### src/rtl/ptw_pkg.sv
// Package: shared encodings and level arithmetic for the page table walker.
// Assumes granule shift <= 16 and level shifts that fit in 6 bits.
package ptw_pkg;

    typedef enum logic [1:0] {
        FK_NONE  = 2'd0,
        FK_XLATE = 2'd1,
        FK_PERM  = 2'd2,
        FK_ABORT = 2'd3
    } fault_e;

    typedef enum logic [1:0] {
        ST_IDLE,
        ST_SETUP,
        ST_ISSUE,
        ST_WAIT
    } state_e;

    typedef enum logic [1:0] {
        DK_BAD,
        DK_TABLE,
        DK_LEAF
    } dkind_e;

    localparam int DBIT_VALID = 0;
    localparam int DBIT_TYPE  = 1;
    localparam int DBIT_RO    = 7;
    localparam int DBIT_TWP   = 62;

    // Address bit where the index of a level starts.
    function automatic logic [5:0] lvl_shift(input logic [1:0] lvl,
                                             input logic [4:0] gshift,
                                             input logic [3:0] stride);
        logic [1:0] below;
        below = 2'd3 - lvl;
        return 6'(gshift) + 6'(below) * 6'(stride);
    endfunction

endpackage

### src/rtl/ptw_geom.sv
// Module: derives the walk geometry from the granule code and region size.
// Assumes tsz in 16..39 so the first level lies in 0..3.
module ptw_geom (
    input  logic [1:0] gran,
    input  logic [5:0] tsz,
    output logic [4:0] gshift,
    output logic [3:0] stride,
    output logic [6:0] insize,
    output logic [1:0] start_lvl,
    output logic [6:0] clear_w
);
    logic [6:0] levels;

    // Granule shift, stride, level count and base clearing width.
    always_comb begin
        case (gran)
            2'd1:    gshift = 5'd14;
            2'd2:    gshift = 5'd16;
            default: gshift = 5'd12;
        endcase
        stride    = 4'(gshift - 5'd3);
        insize    = 7'd64 - 7'(tsz);
        levels    = (insize - 7'd4) / 7'(stride);
        start_lvl = 2'(3'd4 - 3'(levels));
        clear_w   = insize - 7'(levels * 7'(stride));
    end
endmodule

### src/rtl/ptw_decode.sv
// Module: classifies one descriptor at a given level and extracts its fields.
// Assumes PA_W <= 61 so the table write-protect bit lies above the address.
module ptw_decode
    import ptw_pkg::*;
#(
    parameter int PA_W = 48
) (
    input  logic [63:0]     desc,
    input  logic [1:0]      lvl,
    input  logic [4:0]      gshift,
    input  logic [5:0]      lshift,
    output dkind_e          kind,
    output logic            ro,
    output logic            twp,
    output logic [PA_W-1:0] next_base,
    output logic [PA_W-1:0] leaf_base
);
    localparam logic [PA_W-1:0] ONE = 1;

    logic unused_desc_hi;
    assign unused_desc_hi = ^{desc[63], desc[61:PA_W]};

    // Descriptor type from the valid and type bits and the level.
    always_comb begin
        if (!desc[DBIT_VALID])
            kind = DK_BAD;
        else if (lvl == 2'd3)
            kind = desc[DBIT_TYPE] ? DK_LEAF : DK_BAD;
        else if (desc[DBIT_TYPE])
            kind = DK_TABLE;
        else
            kind = (lvl == 2'd0) ? DK_BAD : DK_LEAF;
    end

    // Permission bits and the two forms of output address.
    always_comb begin
        ro        = desc[DBIT_RO];
        twp       = desc[DBIT_TWP];
        next_base = desc[PA_W-1:0] & ~((ONE << gshift) - ONE);
        leaf_base = desc[PA_W-1:0] & ~((ONE << lshift) - ONE);
    end
endmodule

### src/rtl/ptw_walker.sv
// Module: multi-level page table walker. It runs one walk at a time with a
// single outstanding descriptor read and ends in a one-cycle done or fault.
// Assumes the memory returns exactly one response per request.
module ptw_walker
    import ptw_pkg::*;
#(
    parameter int PA_W = 48
) (
    input  logic            clk,
    input  logic            rst_n,
    input  logic            start,
    input  logic [63:0]     ttb,
    input  logic [1:0]      gran,
    input  logic [5:0]      tsz,
    input  logic [63:0]     iova,
    input  logic            wr,
    output logic            busy,
    output logic            mem_req,
    output logic [PA_W-1:0] mem_addr,
    input  logic            mem_rsp_valid,
    input  logic [63:0]     mem_rsp_data,
    input  logic            mem_rsp_err,
    output logic            done,
    output logic            fault,
    output logic [1:0]      fault_kind,
    output logic [PA_W-1:0] fault_addr,
    output logic [PA_W-1:0] out_addr,
    output logic [PA_W-1:0] out_mask,
    output logic [1:0]      out_perm
);
    localparam int VA_W    = 64;
    localparam int ENTRY_B = 8;
    localparam int IDX_SH  = $clog2(ENTRY_B);
    localparam logic [PA_W-1:0] ONE = 1;
    localparam logic [VA_W-1:0] VONE = 1;

    state_e          state;
    logic [1:0]      lvl;
    logic [PA_W-1:0] base, req_addr_q, ttb_q;
    logic [VA_W-1:0] iova_q;
    logic            wr_q;
    logic [1:0]      gran_q;
    logic [5:0]      tsz_q;

    logic [4:0]      gshift;
    logic [3:0]      stride;
    logic [6:0]      insize, clear_w;
    logic [1:0]      start_lvl;
    logic [5:0]      lshift;
    logic [VA_W-1:0] iova_in, idx;
    logic [PA_W-1:0] desc_addr, lmask;

    dkind_e          kind;
    logic            d_ro, d_twp;
    logic [PA_W-1:0] next_base, leaf_base;

    logic            res_fault, res_done, res_descend;
    fault_e          res_kind;

    logic unused_ttb_hi;
    assign unused_ttb_hi = ^ttb[63:PA_W];

    ptw_geom u_geom (
        .gran      (gran_q),
        .tsz       (tsz_q),
        .gshift    (gshift),
        .stride    (stride),
        .insize    (insize),
        .start_lvl (start_lvl),
        .clear_w   (clear_w)
    );

    ptw_decode #(.PA_W(PA_W)) u_dec (
        .desc      (mem_rsp_data),
        .lvl       (lvl),
        .gshift    (gshift),
        .lshift    (lshift),
        .kind      (kind),
        .ro        (d_ro),
        .twp       (d_twp),
        .next_base (next_base),
        .leaf_base (leaf_base)
    );

    // Index and descriptor address for the current level.
    always_comb begin
        lshift    = lvl_shift(lvl, gshift, stride);
        iova_in   = iova_q & ((VONE << insize) - VONE);
        idx       = (iova_in >> lshift) & ((VONE << stride) - VONE);
        desc_addr = base + PA_W'(idx << IDX_SH);
        lmask     = (ONE << lshift) - ONE;
    end

    // Outcome of the response that is arriving.
    always_comb begin
        res_fault   = 1'b0;
        res_done    = 1'b0;
        res_descend = 1'b0;
        res_kind    = FK_NONE;
        if (state == ST_WAIT && mem_rsp_valid) begin
            if (mem_rsp_err) begin
                res_fault = 1'b1;
                res_kind  = FK_ABORT;
            end else if (kind == DK_BAD) begin
                res_fault = 1'b1;
                res_kind  = FK_XLATE;
            end else if (kind == DK_LEAF) begin
                if (wr_q && d_ro) begin
                    res_fault = 1'b1;
                    res_kind  = FK_PERM;
                end else begin
                    res_done = 1'b1;
                end
            end else if (wr_q && d_twp) begin
                res_fault = 1'b1;
                res_kind  = FK_PERM;
            end else begin
                res_descend = 1'b1;
            end
        end
    end

    assign busy     = (state != ST_IDLE);
    assign mem_req  = (state == ST_ISSUE);
    assign mem_addr = desc_addr;

    // Walk sequencing and result registers.
    always_ff @(posedge clk) begin
        if (!rst_n) begin
            state      <= ST_IDLE;
            lvl        <= 2'd0;
            base       <= '0;
            req_addr_q <= '0;
            ttb_q      <= '0;
            iova_q     <= '0;
            wr_q       <= 1'b0;
            gran_q     <= 2'd0;
            tsz_q      <= 6'd16;
            done       <= 1'b0;
            fault      <= 1'b0;
            fault_kind <= FK_NONE;
            fault_addr <= '0;
            out_addr   <= '0;
            out_mask   <= '0;
            out_perm   <= 2'b00;
        end else begin
            done  <= 1'b0;
            fault <= 1'b0;
            case (state)
                ST_IDLE: if (start) begin
                    ttb_q  <= ttb[PA_W-1:0];
                    iova_q <= iova;
                    wr_q   <= wr;
                    gran_q <= gran;
                    tsz_q  <= tsz;
                    state  <= ST_SETUP;
                end
                ST_SETUP: begin
                    lvl   <= start_lvl;
                    base  <= ttb_q & ~((ONE << clear_w) - ONE);
                    state <= ST_ISSUE;
                end
                ST_ISSUE: begin
                    req_addr_q <= desc_addr;
                    state      <= ST_WAIT;
                end
                default: begin
                    if (res_descend) begin
                        base  <= next_base;
                        lvl   <= lvl + 2'd1;
                        state <= ST_ISSUE;
                    end else if (res_fault) begin
                        fault      <= 1'b1;
                        fault_kind <= res_kind;
                        fault_addr <= req_addr_q;
                        out_addr   <= '0;
                        out_mask   <= '0;
                        out_perm   <= 2'b00;
                        state      <= ST_IDLE;
                    end else if (res_done) begin
                        done       <= 1'b1;
                        fault_kind <= FK_NONE;
                        out_addr   <= leaf_base + (iova_q[PA_W-1:0] & lmask);
                        out_mask   <= lmask;
                        out_perm   <= {~d_ro, 1'b1};
                        state      <= ST_IDLE;
                    end
                end
            endcase
        end
    end
endmodule

### config.mk
export PLATFORM = sky130hd
export DESIGN_NAME = ptw_walker
export DESIGN_NICKNAME = d
export VERILOG_FILES = /design/src/rtl/ptw_pkg.sv /design/src/rtl/ptw_geom.sv /design/src/rtl/ptw_decode.sv /design/src/rtl/ptw_walker.sv
export SDC_FILE = /design/constraint.sdc
export NUM_CORES = 1
export LEC_CHECK = 0
export ABC_AREA = 1
export BUFFER_PORTS_ARGS = -buffer_cell sky130_fd_sc_hd__buf_2
export CAP_MARGIN = 30
export CORE_MARGIN = 1.5
export CORE_UTILIZATION = 30
export DETAILED_ROUTE_END_ITERATION = 16
export HOLD_SLACK_MARGIN = 0.03
export PLACE_DENSITY = 0.45
export SYNTH_ARGS = -nofsm -noshare
export SYNTH_HDL_FRONTEND = slang
export SYNTH_SLANG_ARGS = --single-unit
### constraint.sdc
create_clock -name clk -period 23.1 [get_ports clk]
set_input_delay 1.155 -clock clk [delete_from_list [all_inputs] [get_ports clk]]
set_output_delay 1.155 -clock clk [all_outputs]
set_load 0.01 [all_outputs]
==> flow_summary.json, run 1 <==
{
  "cts_buffer_depth": 3,
  "gr-total-overflow": 0,
  "dp_cells": 6467,
  "synth_ff_type": "dfxtp_1",
  "ys_seq_area_share_pct": 25.1,
  "status": "complete, no violations",
  "yosys-mux-area-fraction_pct": 0.683,
  "cts-resized-gates": 0,
  "slew_headroom_pct": 26.5,
  "finalMaxSlewViolations": 0,
  "rsz0062_at_grt": "no",
  "fin_crit_sh_pct": 51.9,
  "core_um2": 96700,
  "slowest_stage": "ha_1",
  "ff2ff_setup_slack_ns": 11.11,
  "setup_violations": 0,
  "port_buffers": 374,
  "crit_required_ns": 23.62,
  "yosys.area.top_type": "dfxtp_1",
  "skew_ns": 0.0306,
  "cts_root_buf": "clkbuf_16",
  "avgViaCountPerCell": 5.24,
  "final_common_cell": "nand2_1",
  "gp_congestion": 1.02,
  "ys_ff_latch": 367,
  "num_io_pins": 406,
  "synthXorXnorAreaFrac_pct": 2.14,
  "clkSinkCount": 367,
  "yosys.area_share.simple_pct": 39.8,
  "hold_path_class": "reg2reg",
  "final_nets": 5554,
  "grt_pass1_vias": 31700,
  "cts_setup_buffers": 0,
  "worstSetupEndpointType": "flip-flop",
  "die_w_um": 316,
  "synth_fa_ha_area_share_pct": 5.01,
  "synth_compound_area_share_pct": 18.1,
  "cp-start-kind": "flip-flop",
  "ys_warn_count": 0,
  "async_reset_ff_share_pct": 0,
  "final_cells": 6553,
  "postRouteAntennaNets": 0,
  "start_util_pct": 30.3,
  "grt_start_max_net_pins": 89,
  "cts_tree": "done",
  "antenna_found_initial": 16,
  "maxCapViolCount": 0,
  "drt-total-wl_um": 150000,
  "cpMostUsedCell": "nand2_1",
  "dp_worst_setup_slack_ns": 11.08,
  "worstPathArrival_ns": 12.51,
  "path_clk_slew_ns": 0.07,
  "post_drt_wl_per_cell_um": 23.0,
  "dp_hpwl_um": 122000,
  "synth_area_leaders": "dfxtp_1 25%, nand2_1 17%, nor2_1 9.4%",
  "clk_latency_ns": 0.65,
  "grtUsageTotal_pct": 29.3,
  "hold_viol_final": 0,
  "vias": 34400,
  "drc": 0,
  "syn_inst": 5002,
  "fin_ws_ns": 11.11,
  "hold_buffers": 0,
  "critPathKind": "reg2reg",
  "setup_tns_ns": 0,
  "drive_above_1_share_pct": 11.5,
  "synth_top_area_share_pct": 25.1,
  "period_needed_ns": 11.99,
  "synth_top_family_by_area": "simple AND/OR/NAND/NOR gates",
  "syn_area_um2": 29300,
  "cts.htree.levels": 2,
  "synth_edf_count": 0,
  "synth.avg_cell_area_um2": 5.86,
  "die-area_um2": 99600,
  "max_stage_delay_ns": 0.64,
  "grt_first_pass_wirelength_um": 215000,
  "die_h_um": 316,
  "ys_types": 62,
  "fmax_ghz": 0.0834,
  "worst_pin_slew_ns": 1.10,
  "final_cell_mix": "1317 x nand2_1, 729 x nor2_1, 488 x nand3_1, 449 x o21ai_0, 422 x inv_1",
  "drt_iter0_markers": 3356,
  "row_count": 114,
  "cts_buffers": 46,
  "syn_to_final_growth_pct": 15.3,
  "drtPass1Iterations": 6,
  "cp_max_fo": 30
}
[cells in the mapped netlist, types with 13 or more instances]
cell	n
nor2_4	13
o21ai_1	29
nor2_2	22
buf_1	44
o211ai_1	51
a31oi_1	40
buf_2	27
buf_4	18
fa_1	14
dfxtp_1	367
xnor2_1	26
xor2_1	42
nor3_1	22
nor2_1	733
nand3b_1	22
inv_1	426
nand2_1	1321
mux2i_1	20
a21oi_1	381
inv_2	14
ha_1	95
clkbuf_1	145
o21ai_0	449
nand3_1	488
nand4_1	77
[path summary, 6_finish.rpt]
path	startpoint	end	cells after the start
hold reg to reg	req_addr_q[38]	fault_addr[38]	2
setup reg to reg	tsz_q[0]	base[30]	61
hold / removal	req_addr_q[38]	fault_addr[38]	2
setup / recovery	tsz_q[0]	base[30]	61
[through the flow]
step                      hold slack [ns]  area, um2  utilization, %
after floorplan                     0.430      29400               -
after global placement              0.439      32200            33.3
after detailed placement            0.443      32200            33.3
after CTS                           0.451      33800            35.0
after global routing                0.464      33800            35.0
final                               0.449      33800            35.0
[area by class of cell]
class | instances | area [um2]
repair buffers | 412 | 2180
flip-flops and latches | 367 | 7350
diodes | 3 | 7.51
fillers | 11100 | 62900
clock inverters | 22 | 328
clock buffers | 61 | 1280
multi-input cells | 3969 | 19400
well taps | 1276 | 1600
inverters | 443 | 1670
[cell families after synthesis]
family          count (synthesis)
fa+ha+maj                     109
simple gates                 2760
xor+xnor                       70
other cells                     2
buf+inv                       681
flops                         367
compound gates                993
mux                            20
[flip-flops by register name, summed over array words and instances (netlist names), 6 cells and up]
name / count
iova_q: 64
base: 48
fault_addr: 48
out_addr: 48
req_addr_q: 48
ttb_q: 48
out_mask: 44
tsz_q: 6
[routing by layer]
metal | track usage, % | routed length (um) | vias up
li1 | - | - | 16900
met1 | 39.1 | 66000 | 16000
met2 | 47.8 | 68000 | 1211
met3 | 3.11 | 9480 | 213
met4 | 12.4 | 6930 | 4
met5 | 0 | 20 | -
[worst max-delay path, delay by kind of cell, from the launching register on]
kind / cells / cell delay, ns
simple gates: 26 / 3.62
buf+inv: 11 / 1.55
fa+ha+maj: 10 / 3.53
flops: 1 / 0.42
compound gates: 13 / 2.60
xor+xnor: 1 / 0.14
Power of run 1 is not shown: default switching activity piles up to over one toggle a cycle in this logic, so the estimate is an artifact.
==> run 2, diff against run 1 <==
Settings changed: PLACE_DENSITY 0.45 to 0.47.
Clock period 23.1 ns to 9.7 ns, I/O delays scaled along.
==> flow_summary.json, run 2 (synthesis results as in run 1) <==
{
  "status": "complete, no violations",
  "slowest_stage": "fa_1",
  "die_h_um": 316,
  "worstSetupEndpointType": "flip-flop",
  "worst_pin_slew_ns": 0.974,
  "setup_violations": 0,
  "post_drt_wl_per_cell_um": 23.7,
  "largest_reg_flops": 64,
  "top_layer": "met5",
  "die-area_um2": 99600,
  "rsz0062_at_grt": "yes",
  "clkSinkCount": 367,
  "slew_headroom_pct": 35.1,
  "final_nets": 5734,
  "avgViaCountPerCell": 5.21,
  "die_w_um": 316,
  "route.met3.wl_um": 9560,
  "num_io_pins": 406,
  "drive_above_1_share_pct": 15.5,
  "cp_max_fo": 8,
  "cts_buffer_depth": 3,
  "antenna_found_initial": 11,
  "r2r_cells": 67,
  "r2r_start": "tsz_q[0]",
  "cts_buffers": 44,
  "grt_first_pass_wirelength_um": 226000,
  "core_um2": 96700,
  "fin_crit_sh_pct": 93.8,
  "cts.htree.levels": 2,
  "grt_start_max_net_pins": 90,
  "hold_buffers": 0,
  "hold_path_class": "in2reg",
  "worstPathArrival_ns": 9.65,
  "reg2reg_to": "base[42]",
  "max_stage_delay_ns": 0.44,
  "maxCapViolCount": 0,
  "ff2ff_setup_slack_ns": 0.60,
  "drtPass1Iterations": 7,
  "cp-start-kind": "flip-flop",
  "gp_congestion": 1.02,
  "final_cell_mix": "1298 x nand2_1, 717 x nor2_1, 488 x nand3_1, 443 x o21ai_0, 418 x inv_1",
  "min-delay-start": "tsz[4]",
  "period_needed_ns": 9.10,
  "final_common_cell": "nand2_1",
  "finalMaxSlewViolations": 0,
  "crit_required_ns": 10.25,
  "critPathKind": "reg2reg",
  "port_buffers": 374,
  "drt-total-wl_um": 160000,
  "cpMostUsedCell": "nand2_2",
  "min_to": "tsz_q[4]",
  "drt_iter0_markers": 3344,
  "path_clk_slew_ns": 0.06,
  "clk_latency_ns": 0.62,
  "min_path_cells": 3,
  "grtUsageTotal_pct": 31.1,
  "fmax_ghz": 0.110,
  "grt_pass1_vias": 32600,
  "postRouteAntennaNets": 0,
  "row_count": 114,
  "start_util_pct": 30.3,
  "cts_root_buf": "clkbuf_16",
  "hold_viol_final": 0,
  "fin_util_pct": 36.6,
  "gr-total-overflow": 0,
  "dp_hpwl_um": 132000,
  "skew_ns": 0.0253,
  "vias": 35100,
  "setup_tns_ns": 0,
  "syn_to_final_growth_pct": 20.7,
  "largest-register": "iova_q",
  "met1_length_um": 72100,
  "met2WireLength_um": 71800,
  "drc": 0,
  "cts_tree": "done"
}
[run 2: worst max-delay path by stage]
stage,end,cells past startpoint,from
floorplan,base[26],71,tsz_q[1]
global placement,base[46],64,tsz_q[1]
detailed placement,base[30],64,tsz_q[1]
CTS,base[28],67,tsz_q[1]
global route,base[42],68,tsz_q[0]
finish,base[42],67,tsz_q[0]
[run 2: final cells by class]
type,count,area (um2)
flip-flops and latches,367,7350
fillers,11100,61300
repair buffers,593,3580
inverters,443,1670
clock buffers,62,1250
diodes,10,25.0
multi-input cells,3970,19700
well taps,1276,1600
clock inverters,17,204
[run 2: metal layers]
metal	track usage, %	up-vias
met5	0	-
met2	49.9	1104
li1	-	17300
met1	42.1	16600
met4	11.9	6
met3	4.24	174
[run 2: repair_timing]
action	4_1_cts	5_1_grt
endpoints found under the setup margin	22	49
gates resized for setup	7	78
buffers inserted	3	21
cloned	0	1
pin swaps	3	56
[run 2: critical path: cells and delay by family, from the launching register on]
family                     cells  cell delay, ns
DFF                            1            0.33
buffers and inverters         11            0.95
AOI/OAI and AO/OA             11            1.71
and+or+nand+nor               31            2.71
adders and majority gates     10            2.62
xor gates and xnor gates       4            0.69
[run 2: per-stage QoR]
stage / setup WS [ns] / hold slack, ns / std cells / area, um2
6_report: 0.603 / 0.101 / 6738 / 35400
5_1_grt: -0.0953 / 0.106 / 6732 / 35400
4_1_cts: 0.00501 / 0.0577 / 6706 / 34900
3_5_place_dp: -0.0557 / 0.442 / 6624 / 33400
3_3_place_gp: 0.0401 / 0.438 / 6624 / 33400
2_1_floorplan: 0.00857 / 0.430 / 5017 / 29400
Power of run 2 is left out for the same reason.
